===== src/rtl/dac_range_pkg.sv =====
package dac_range_pkg;
  localparam int unsigned RANGE_W  = 3;
  localparam int unsigned IRANGE_W = 2;
  localparam int unsigned VSPAN_W  = 3;
  localparam logic [RANGE_W-1:0] RANGE_RSVD = 3'b100;

  typedef struct packed {
    logic [RANGE_W-1:0] range;
    logic               ovr;
    logic               clr_sel;
    logic               out_en;
  } ctrl_t;

  typedef struct packed {
    logic                dual;
    logic [IRANGE_W-1:0] irange;
  } cfg_t;

  function automatic logic is_bipolar(logic [RANGE_W-1:0] r);
    return (r == 3'b010) || (r == 3'b011);
  endfunction
endpackage


===== src/rtl/dac_range_regs.sv =====
module dac_range_regs
  import dac_range_pkg::*;
(
  input  logic  clk_i,
  input  logic  rst_ni,
  input  logic  ctrl_we_i,
  input  ctrl_t ctrl_i,
  input  logic  cfg_we_i,
  input  cfg_t  cfg_i,
  output ctrl_t ctrl_o,
  output cfg_t  cfg_o,
  output logic  range_chg_o
);
  ctrl_t ctrl_q;
  cfg_t  cfg_q;
  logic  accept;

  assign accept      = ctrl_we_i && (ctrl_i.range != RANGE_RSVD);
  assign range_chg_o = accept && (ctrl_i.range != ctrl_q.range);

  always_ff @(posedge clk_i or negedge rst_ni) begin
    if (!rst_ni) begin
      ctrl_q <= '0;
      cfg_q  <= '0;
    end else begin
      if (accept)   ctrl_q <= ctrl_i;
      if (cfg_we_i) cfg_q  <= cfg_i;
    end
  end

  assign ctrl_o = ctrl_q;
  assign cfg_o  = cfg_q;

  // reserved code leaves every control field in place
  a_r3_rsvd_hold: assert property (@(posedge clk_i) disable iff (!rst_ni)
    (ctrl_we_i && ctrl_i.range == RANGE_RSVD) |=> $stable(ctrl_q));

  a_r3_never_stored: assert property (@(posedge clk_i) disable iff (!rst_ni)
    ctrl_q.range != RANGE_RSVD);
endmodule


===== src/rtl/dac_range_data.sv =====
module dac_range_data
  import dac_range_pkg::*;
#(
  parameter int unsigned DATA_W = 16
) (
  input  logic               clk_i,
  input  logic               rst_ni,
  input  logic               clr_i,
  input  logic [RANGE_W-1:0] new_range_i,
  input  logic               clr_sel_i,
  input  logic               data_we_i,
  input  logic [DATA_W-1:0]  data_i,
  output logic [DATA_W-1:0]  data_o
);
  localparam logic [DATA_W-1:0] CODE_MID  = {1'b1, {(DATA_W-1){1'b0}}};
  localparam logic [DATA_W-1:0] CODE_FULL = {DATA_W{1'b1}};
  localparam logic [DATA_W-1:0] CODE_ZERO = {DATA_W{1'b0}};

  logic [DATA_W-1:0] clr_code;
  logic [DATA_W-1:0] data_q;

  always_comb begin
    if (is_bipolar(new_range_i)) clr_code = CODE_MID;
    else if (clr_sel_i)          clr_code = CODE_FULL;
    else                         clr_code = CODE_ZERO;
  end

  // range-change clear outranks a data write
  always_ff @(posedge clk_i or negedge rst_ni) begin
    if (!rst_ni)        data_q <= CODE_ZERO;
    else if (clr_i)     data_q <= clr_code;
    else if (data_we_i) data_q <= data_i;
  end

  assign data_o = data_q;

  a_r4_clear_value: assert property (@(posedge clk_i) disable iff (!rst_ni)
    clr_i |=> (data_o == CODE_MID || data_o == CODE_FULL || data_o == CODE_ZERO));

  a_r5_clear_wins: assert property (@(posedge clk_i) disable iff (!rst_ni)
    (clr_i && data_we_i && is_bipolar(new_range_i)) |=> data_o == CODE_MID);

  a_r6_data_load: assert property (@(posedge clk_i) disable iff (!rst_ni)
    (!clr_i && data_we_i) |=> data_o == $past(data_i));
endmodule


===== src/rtl/dac_range_decode.sv =====
module dac_range_decode
  import dac_range_pkg::*;
(
  input  logic                clk_i,
  input  logic                rst_ni,
  input  ctrl_t               ctrl_i,
  input  cfg_t                cfg_i,
  output logic                vout_en_o,
  output logic                iout_en_o,
  output logic [VSPAN_W-1:0]  vspan_o,
  output logic [IRANGE_W-1:0] ispan_o,
  output logic                ovr_act_o
);
  logic volt_sel;
  logic cur_sel;

  assign volt_sel = !ctrl_i.range[2];
  assign cur_sel  = ctrl_i.range[2];

  always_comb begin
    vspan_o = volt_sel ? ({1'b0, ctrl_i.range[1:0]} + 3'd1) : '0;
    if (cfg_i.dual) begin
      ispan_o   = cfg_i.irange;
      vout_en_o = volt_sel;
      iout_en_o = (cfg_i.irange != '0);
    end else begin
      ispan_o   = cur_sel ? ctrl_i.range[1:0] : '0;
      vout_en_o = volt_sel && ctrl_i.out_en;
      iout_en_o = cur_sel && ctrl_i.out_en;
    end
  end

  assign ovr_act_o = ctrl_i.ovr && vout_en_o;

  a_r9_single_exclusive: assert property (@(posedge clk_i) disable iff (!rst_ni)
    !cfg_i.dual |-> !(vout_en_o && iout_en_o));

  a_r7_ovr_needs_vout: assert property (@(posedge clk_i) disable iff (!rst_ni)
    ovr_act_o |-> vout_en_o);

  a_r8_dual_iout_off: assert property (@(posedge clk_i) disable iff (!rst_ni)
    (cfg_i.dual && cfg_i.irange == '0) |-> !iout_en_o);

  a_r2_span_zero_when_current: assert property (@(posedge clk_i) disable iff (!rst_ni)
    cur_sel |-> vspan_o == '0);
endmodule


===== src/rtl/dac_range_ctrl.sv =====
module dac_range_ctrl
  import dac_range_pkg::*;
#(
  parameter int unsigned DATA_W = 16
) (
  input  logic                clk_i,
  input  logic                rst_ni,
  input  logic                ctrl_we_i,
  input  logic [RANGE_W-1:0]  ctrl_range_i,
  input  logic                ctrl_ovr_i,
  input  logic                ctrl_clr_sel_i,
  input  logic                ctrl_out_en_i,
  input  logic                cfg_we_i,
  input  logic                cfg_dual_i,
  input  logic [IRANGE_W-1:0] cfg_irange_i,
  input  logic                data_we_i,
  input  logic [DATA_W-1:0]   data_i,
  output logic                vout_en_o,
  output logic                iout_en_o,
  output logic [VSPAN_W-1:0]  vspan_o,
  output logic [IRANGE_W-1:0] ispan_o,
  output logic                ovr_act_o,
  output logic [DATA_W-1:0]   data_o
);
  ctrl_t ctrl_w, ctrl_q;
  cfg_t  cfg_w, cfg_q;
  logic  range_chg;

  assign ctrl_w = '{range: ctrl_range_i, ovr: ctrl_ovr_i,
                    clr_sel: ctrl_clr_sel_i, out_en: ctrl_out_en_i};
  assign cfg_w  = '{dual: cfg_dual_i, irange: cfg_irange_i};

  dac_range_regs u_regs (
    .clk_i       (clk_i),
    .rst_ni      (rst_ni),
    .ctrl_we_i   (ctrl_we_i),
    .ctrl_i      (ctrl_w),
    .cfg_we_i    (cfg_we_i),
    .cfg_i       (cfg_w),
    .ctrl_o      (ctrl_q),
    .cfg_o       (cfg_q),
    .range_chg_o (range_chg)
  );

  dac_range_data #(.DATA_W(DATA_W)) u_data (
    .clk_i       (clk_i),
    .rst_ni      (rst_ni),
    .clr_i       (range_chg),
    .new_range_i (ctrl_range_i),
    .clr_sel_i   (ctrl_clr_sel_i),
    .data_we_i   (data_we_i),
    .data_i      (data_i),
    .data_o      (data_o)
  );

  dac_range_decode u_dec (
    .clk_i     (clk_i),
    .rst_ni    (rst_ni),
    .ctrl_i    (ctrl_q),
    .cfg_i     (cfg_q),
    .vout_en_o (vout_en_o),
    .iout_en_o (iout_en_o),
    .vspan_o   (vspan_o),
    .ispan_o   (ispan_o),
    .ovr_act_o (ovr_act_o)
  );

  // repeating the stored range never clears
  a_r6_same_range_keeps: assert property (@(posedge clk_i) disable iff (!rst_ni)
    (ctrl_we_i && ctrl_range_i == ctrl_q.range && !data_we_i) |=> $stable(data_o));

  a_r3_rsvd_keeps_data: assert property (@(posedge clk_i) disable iff (!rst_ni)
    (ctrl_we_i && ctrl_range_i == RANGE_RSVD && !data_we_i) |=> $stable(data_o));
endmodule


===== config.mk =====
export PLATFORM = sky130hd
export DESIGN_NAME = dac_range_ctrl
export DESIGN_NICKNAME = d
export VERILOG_FILES = /design/src/rtl/dac_range_pkg.sv /design/src/rtl/dac_range_regs.sv /design/src/rtl/dac_range_data.sv /design/src/rtl/dac_range_decode.sv /design/src/rtl/dac_range_ctrl.sv
export SDC_FILE = /design/constraint.sdc
export NUM_CORES = 1
export LEC_CHECK = 0
export BUFFER_PORTS_ARGS = -buffer_cell sky130_fd_sc_hd__buf_2
export CORE_MARGIN = 1.5
export CORE_UTILIZATION = 50
export CTS_CLUSTER_SIZE = 20
export DETAILED_ROUTE_END_ITERATION = 16
export GPL_TIMING_DRIVEN = 1
export PLACE_DENSITY = 0.8
export SYNTH_ARGS = -nofsm -noshare
export SYNTH_HDL_FRONTEND = slang
export SYNTH_HIERARCHICAL = 1
export SYNTH_SLANG_ARGS = --single-unit

===== constraint.sdc =====
create_clock -name clk_i -period 3.6 [get_ports clk_i]
set_clock_uncertainty 0.2 [all_clocks]
set_input_delay 0.18 -clock clk_i [delete_from_list [all_inputs] [get_ports clk_i]]
set_output_delay 0.18 -clock clk_i [all_outputs]
set_load 0.01 [all_outputs]

==> results_dict.tcl, run 1 <==
set metrics [dict create \
    crit_required_ns 3.61 \
    min_path_type "input port to flop" \
    tightestPinTransition_ns 0.5317 \
    crit_fanout 19 \
    numClockSinks 24 \
    rows 17 \
    min_period_over_period_pct 63.35 \
    antenna_cells 0 \
    startpoint_type "input port" \
    holdBufCountCts 15 \
    insertion_delay_ns 0.31 \
    syn_area_um2 1212 \
    cpLargestDelayFamily "buffers and inverters" \
    fin_nets 212 \
    status "complete, no violations" \
    cts_setup_buffers 0 \
    grt_max_degree 25 \
    syn_avg_cell_area_um2 10.54 \
    core-area_um2 2255 \
    numCtsBuffers 3 \
    hold_viol_final 0 \
    chipWidth_um 52.24 \
    io_buffer_count 53 \
    cts_tree "done" \
    gr-total-overflow 0 \
    peakVddDrop_uv 288.8 \
    first_pass_iters 4 \
    dieArea_um2 2729 \
    drtIter0Drc 9 \
    fin_cells 208 \
    cts_root_buf "clkbuf_4" \
    yosys_warnings 6 \
    slew_violations 0 \
    grt_use_total_pct 21.92 \
    grt_pass1_vias 1038 \
    routed_wl_mm 2.679 \
    layout-drive-gt1-share_pct 38.89 \
    critPathSlowestCell "dlygate4sd3_1" \
    post-route-util_pct 73.03 \
    arrival_ns 2.29 \
    drc_errors 0 \
    cap_viol_max_count 0 \
    cp-end-kind "flop" \
    ios 54 \
    clock_path_buffers 2 \
    antenna_found_initial 0 \
    whs_ns 0.03247 \
    avgRoutedWirePerCell_um 12.88 \
    finalPower_mw 0.6774 \
    rsz0062_at_grt "false" \
    slew_headroom_pct 64.55 \
    vias_per_cell 4.995 \
    p_leak_nw 0.8567 \
    clkTransAtPathRegs_ns 0.13 \
    vias 1039 \
    period_minus_slack_ns 2.281 \
    path_cells "dlygate4sd3_1, buf_2, nand2b_4, o21ai_4, a31oi_1, buf_4, a211oi_1, a31oi_1, dlygate4sd3_1" \
    fin_tns_setup_ns 0 \
    finalSetupViolations 0 \
    path_buf_inv 4 \
    dp.cells 189 \
    crit_type "input port to flop" \
    htreeDepth 1 \
    fmax_mhz 438.5 \
    area_growth_syn_to_layout_pct 35.81 \
    synthCells 115 \
    power.density_nw_per_um2 411.4 \
    grt_pass1_wl_mm 4.464 \
    die_y_um 52.24 \
    place.gp.congestion 0.7148 \
    dp_hpwl_mm 1.786 \
    initial_core_util_pct 53.77 \
    antenna_left 0 \
    cts-resized-gates 0 \
    critPathMaxStageDelay_ns 0.56 \
    syn_nets 146 \
]
routing by layer:
metal,vias up,global-route usage [%],wire (um)
li1,523,-,-
met1,476,26.08,1164
met2,36,39.24,1339
met3,4,2.857,146
met4,0,9.829,29
met5,-,0,0
worst min-delay path: stages:
cell and delay (ns):
buf_2 0.10, inv_1 0.04, a21oi_1 0.05, o22a_1 0.15
cells in the final DEF (no fill, tap or decap):
master / n
ha_1: 1
nor2b_1: 1
and2b_2: 2
o21ai_4: 1
buf_2: 53
buf_4: 1
dlygate4sd3_1: 15
nand2b_4: 1
o21ai_0: 1
mux2_2: 7
a31oi_1: 2
nand2_1: 5
xnor2_1: 3
o21ai_1: 1
and3_1: 1
a22o_1: 1
nor2_1: 4
or2_1: 1
a21oi_1: 17
nor3b_2: 1
clkbuf_8: 1
clkbuf_4: 3
inv_1: 16
dfrtp_1: 24
a211oi_1: 1
nand2b_1: 1
o22a_1: 15
per-stage QoR:
stage | setup slack (ns) | cell area, um2
CTS | 1.358 | 1647
floorplan | 1.771 | 1212
detailed placement | 1.518 | 1460
global placement | 1.585 | 1460
global route | 1.211 | 1647
finish | 1.320 | 1647
report_power, final:
| part | switching [mW] | internal, mW |
|---|---|---|
| logic | 0.0972 | 0.105 |
| clock network | 0.0784 | 0.0617 |
| registers | 0.0270 | 0.308 |
| total | 0.203 | 0.475 |
registers in the layout, summed over array words and instances, names as in the netlist:
name           flops
u_regs/cfg_o       3
u_regs/ctrl_o      5
u_data/data_o     16
layout make-up:
type / instances / area [um2]
well taps: 28 / 35.03
repair buffers: 69 / 422.9
fillers: 185 / 608.1
clock buffers: 4 / 36.28
multi-input cells: 67 / 491.7
flip-flops and latches: 24 / 600.6
inverters: 16 / 60.06
worst paths after layout:
path / slack (ns) / startpoint / cells past startpoint / end
max reg2reg: 1.49 / u_regs/ctrl_o[5] / 6 / u_data/data_o[15]
max in group asynchronous: 2.68 / rst_ni / 2 / u_regs/ctrl_o[4]
max: 1.32 / ctrl_range_i[0] / 9 / u_data/data_o[15]
min reg2reg: 0.32 / u_data/data_o[0] / 1 / u_data/data_o[0]
min: 0.03 / data_i[4] / 4 / u_data/data_o[4]
min in group asynchronous: 0.17 / rst_ni / 2 / u_regs/ctrl_o[2]
(Power assumes the default switching activity.)
==> run 2: changes to the inputs <==
CORE_UTILIZATION = 46   (was 50)
PLACE_DENSITY = 0.74   (was 0.8)
clock period = 2.3 ns   (was 3.6 ns; I/O delays follow)
==> run 2 against run 1 <==
Effect of this change: global-route usage is 0.41 points lower; via count rose by 9.5%; critical path type unchanged; power grew 61%; core utilization is 0.61 points higher; largest cell class unchanged.
==> results_dict.tcl, run 2 (synthesis gave the netlist of run 1 again) <==
set metrics [dict create \
    tightestPinTransition_ns 0.5375 \
    fin_tns_setup_ns 0 \
    antenna_left 0 \
    seqPwrFrac_pct 48.2 \
    reg2reg_slack_ns 0.13 \
    slew_violations 0 \
    insertion_delay_ns 0.30 \
    cap_viol_max_count 0 \
    holdPathStages 4 \
    vias_per_cell 4.991 \
    gr-total-overflow 0 \
    place.gp.congestion 0.7037 \
    p_leak_nw 0.9354 \
    fillCellCount 192 \
    cts_tree "done" \
    grt_max_degree 25 \
    crit_type "input port to flop" \
    grt_use_total_pct 21.51 \
    fin_cells 228 \
    timing.rr.start "u_regs/ctrl_o[5]" \
    finalSetupViolations 0 \
    antenna_cells 0 \
    hold_viol_final 0 \
    slew_headroom_pct 64.17 \
    stdcell_area_um2 1824 \
    power.density_nw_per_um2 597.4 \
    io_buffer_count 53 \
    clock_path_buffers 2 \
    status "complete, no violations" \
    initial_core_util_pct 48.94 \
    area_growth_syn_to_layout_pct 50.46 \
    clkTransAtPathRegs_ns 0.13 \
    dp_hpwl_mm 2.037 \
    first_pass_iters 4 \
    worst-r2r-cell-count 6 \
    min_period_over_period_pct 95.40 \
    p_int_mw 0.7658 \
    place_area_um2 1470 \
    r2r-end "u_data/data_o[15]" \
    min_path_type "input port to flop" \
    cts_root_buf "clkbuf_4" \
    pre_cts_ws_ns 0.2729 \
    period_minus_slack_ns 2.194 \
    whs_ns 0.01624 \
    htreeDepth 1 \
    fin_nets 230 \
    grt_pass1_wl_mm 4.616 \
    dp.cells 192 \
    drc_errors 0 \
    numClockSinks 24 \
    worstHoldStart "data_i[12]" \
    post-route-util_pct 73.64 \
    switching_power_mw 0.3240 \
    die_y_um 54.34 \
    largest_reg_flops 16 \
    peakVddDrop_uv 448.8 \
    routed_wl_mm 3.010 \
    clockPowerShare_pct 19.8 \
    grt_pass1_vias 1108 \
    rows 18 \
    final_cell_mix "buf_2 (53), dlygate4sd3_1 (29), dfrtp_1 (24)" \
    finalPower_mw 1.090 \
    rsz0062_at_grt "false" \
    antenna_found_initial 0 \
    vias 1138 \
    power_frac_comb_pct 32.0 \
    fmax_mhz 455.7 \
    drtIter0Drc 20 \
    cp-end-kind "flop" \
    startpoint_type "input port" \
    swShare_pct 29.73 \
    dieArea_um2 2953 \
    final_common_cell "buf_2" \
    arrival_ns 2.19 \
    ios 54 \
    avgRoutedWirePerCell_um 13.20 \
    crit_fanout 7 \
    chipWidth_um 54.34 \
    numCtsBuffers 3 \
    layout-drive-gt1-share_pct 37.88 \
    timing.final.ws_setup_ns 0.1058 \
    worstHoldEndpoint "u_data/data_o[12]" \
    core-area_um2 2477 \
    crit_required_ns 2.30 \
]
[run 2: changes by cell type in the layout (fill, tap and decap cells not counted)]
cell           before  now
a211oi_1            1    0
a211oi_2            0    1
buf_4               1    5
dlygate4sd3_1      15   29
[run 2: how the worst max path moves through the flow]
| stage | from | to | cells after the start |
|---|---|---|---|
| 6_report | ctrl_range_i[0] | u_data/data_o[15] | 9 |
| 5_1_grt | u_regs/ctrl_o[5] | u_data/data_o[15] | 6 |
| 4_1_cts | ctrl_range_i[0] | u_data/data_o[15] | 9 |
| 3_5_place_dp | u_regs/ctrl_o[5] | u_data/data_o[12] | 5 |
| 3_3_place_gp | u_regs/ctrl_o[5] | u_data/data_o[13] | 5 |
| 2_1_floorplan | u_regs/ctrl_o[5] | u_data/data_o[1] | 7 |
[run 2: worst max-delay path, stage by stage]
cell and delay, ns:
dlygate4sd3_1 0.53, buf_2 0.15, nand2b_4 0.15, o21ai_4 0.19, a31oi_1 0.10, buf_4 0.19, a211oi_2 0.14, a31oi_1 0.06
dlygate4sd3_1 0.56
[run 2: metal layers]
layer	vias up	track usage, %	wire length [um]
met3	2	2.459	156
met4	0	3.750	14
li1	562	-	-
met5	-	0	0
met1	531	26.06	1251
met2	43	40.96	1588
[run 2: timing repair]
action                                  in CTS  in global routing
hold buffers                                29                  0
hold endpoints to repair                    47                  0
resized for setup                            0                  1
buffers inserted                             0                  3
endpoints found under the setup margin       0                  1
[run 2: final cells by class]
| cell class | instances | area (um2) | area share (%) |
|---|---|---|---|
| flip-flops and latches | 24 | 600.6 | 32.92 |
| well taps | 30 | 37.54 | 2.058 |
| clock buffers | 4 | 36.28 | 1.989 |
| multi-input cells | 67 | 496.7 | 27.23 |
| repair buffers | 87 | 593.1 | 32.51 |
| inverters | 16 | 60.06 | 3.292 |
[run 2: power by group through the flow]
| stage | combinational (mW) | clock, mW | sequential (mW) |
|---|---|---|---|
| final | 0.349 | 0.215 | 0.526 |
| after global routing | 0.384 | 0.236 | 0.536 |
| after CTS | 0.341 | 0.226 | 0.526 |
| after detailed placement | 0.295 | 0 | 0.535 |
| after global placement | 0.284 | 0 | 0.531 |
| after floorplan | 0.156 | 0 | 0.550 |
==> run 3: changes to the inputs <==
clock period = 2.1 ns   (was 2.3 ns; I/O delays follow)
==> run 3 against run 2 <==
Effect of this change: sequential share of layout area shrank 1.0 points; core utilization grew 2.6 points; worst setup slack lost 0.076 ns; register-to-register slack lost 0.10 ns; hold slack gained 0.069 ns; final cell count grew 2.2%; power grew 14%; sequential power grew 8.7%; critical endpoint unchanged; largest cell class is now buffers.
==> results_dict.tcl, run 3 (synthesis gave the netlist of run 1 again) <==
set metrics [dict create \
    crit_type "flop to flop" \
    avgRoutedWirePerCell_um 14.55 \
    grt_max_degree 25 \
    routed_wl_mm 3.391 \
    numCtsBuffers 3 \
    seqPwrFrac_pct 46.1 \
    p_leak_nw 0.9647 \
    gr-total-overflow 0 \
    cp-end-kind "flop" \
    clock_path_buffers 2 \
    area_growth_syn_to_layout_pct 55.73 \
    cap_viol_max_count 0 \
    multiInputGateArea_um2 510.5 \
    crit_fanout 7 \
    htreeDepth 1 \
    fmax_mhz 483.0 \
    rows 18 \
    largest_reg_flops 16 \
    peakVddDrop_uv 478.9 \
    pre_cts_ws_ns 0.1430 \
    power_frac_comb_pct 33.9 \
    power.density_nw_per_um2 657.3 \
    slew_headroom_pct 63.49 \
    fin_nets 235 \
    antenna_found_initial 0 \
    crit_required_ns 2.16 \
    critPathSlowestCell "dlygate4sd3_1" \
    stdcell_area_um2 1888 \
    initial_core_util_pct 48.94 \
    critPathMaxStageDelay_ns 0.57 \
    dieArea_um2 2953 \
    dp.cells 193 \
    final_common_cell "buf_2" \
    chipWidth_um 54.34 \
    grt_pass1_vias 1111 \
    min_period_over_period_pct 98.59 \
    grt_use_total_pct 22.18 \
    drtIter0Drc 22 \
    vias 1190 \
    core-area_um2 2477 \
    p_int_mw 0.8601 \
    slew_violations 0 \
    path_buf_inv 2 \
    clockPowerShare_pct 20.0 \
    path_cells "xnor2_1, a31oi_2, buf_6, a211oi_2, a31oi_1, dlygate4sd3_1" \
    tightestPinTransition_ns 0.5477 \
    status "complete, no violations" \
    drc_errors 0 \
    die_y_um 54.34 \
    grt_pass1_wl_mm 4.685 \
    place.gp.congestion 0.6898 \
    place_area_um2 1478 \
    finalSetupViolations 0 \
    layout-drive-gt1-share_pct 39.90 \
    hold_viol_final 0 \
    startpoint_type "flop" \
    clkTransAtPathRegs_ns 0.14 \
    io_buffer_count 53 \
    post-route-util_pct 76.21 \
    cpLargestDelayFamily "buffers and inverters" \
    dp_hpwl_mm 1.951 \
    vias_per_cell 5.107 \
    ios 54 \
    fillCellCount 167 \
    swShare_pct 30.69 \
    switching_power_mw 0.3809 \
    first_pass_iters 4 \
    fin_cells 233 \
    seq_area_um2 601.8 \
    timing.final.ws_setup_ns 0.02963 \
    cts_tree "done" \
    antenna_left 0 \
    cts_root_buf "clkbuf_4" \
    min_path_type "input port to async pin" \
    insertion_delay_ns 0.32 \
    arrival_ns 2.13 \
    period_minus_slack_ns 2.070 \
    final_cell_mix "buf_2 (53), dlygate4sd3_1 (32), dfrtp_1 (23)" \
    antenna_cells 0 \
    numClockSinks 24 \
]
## run 3: path summary, 6_finish.rpt
kind / startpoint / endpoint / slack (ns) / cells past startpoint
setup / recovery: u_regs/ctrl_o[4] / u_data/data_o[15] / 0.03 / 6
hold / removal: rst_ni / u_data/data_o[7] / 0.09 / 2
setup reg to reg: u_regs/ctrl_o[4] / u_data/data_o[15] / 0.03 / 6
hold reg to reg: u_data/data_o[9] / u_data/data_o[9] / 0.32 / 1
max in group asynchronous: rst_ni / u_regs/ctrl_o[3] / 1.23 / 2
min in group clk_i: ctrl_range_i[1] / u_regs/ctrl_o[3] / 0.09 / 3
## run 3: area by class of cell
| cell class | instances | area share [%] |
|---|---|---|
| inverters | 16 | 3.181 |
| multi-input cells | 67 | 27.04 |
| repair buffers | 92 | 34.00 |
| clock buffers | 4 | 1.922 |
| well taps | 30 | 1.988 |
| flip-flops and latches | 24 | 31.88 |
## run 3: layer usage
| metal | track usage (%) | share of wire (%) |
|---|---|---|
| met5 | 0 | 0 |
| met4 | 7.083 | 1.2 |
| met3 | 3.005 | 4.7 |
| met2 | 40.76 | 52 |
| met1 | 26.49 | 42 |
## run 3: power by group through the flow
stage / logic [mW] / registers (mW) / clock network (mW)
finish: 0.421 / 0.572 / 0.248
global route: 0.456 / 0.580 / 0.261
CTS: 0.387 / 0.570 / 0.247
detailed placement: 0.329 / 0.579 / 0
global placement: 0.321 / 0.576 / 0
floorplan: 0.171 / 0.603 / 0
## run 3: repair_timing
item / in CTS / in global routing
resized for setup: 0 / 6
buffers inserted: 0 / 4
setup endpoints to repair: 0 / 16
endpoints found under the hold margin: 48 / 0
hold buffers: 32 / 0
## run 3: worst reg2reg max path, cell delays in order, from the launching register on
cell,delay (ns)
dfrtp_1,0.44
xnor2_1,0.15
a31oi_2,0.26
buf_6,0.17
a211oi_2,0.05
a31oi_1,0.18
dlygate4sd3_1,0.57
## run 3: per-stage QoR
stage          setup TNS (ns)  hold WS [ns]  total power, mW
2_1_floorplan               0       -0.3906           0.7734
3_3_place_gp                0      -0.08943           0.8969
3_5_place_dp                0      -0.08613           0.9082
4_1_cts                     0       0.07105            1.204
5_1_grt              -0.02579       0.08770            1.297
6_report                    0       0.08525            1.241
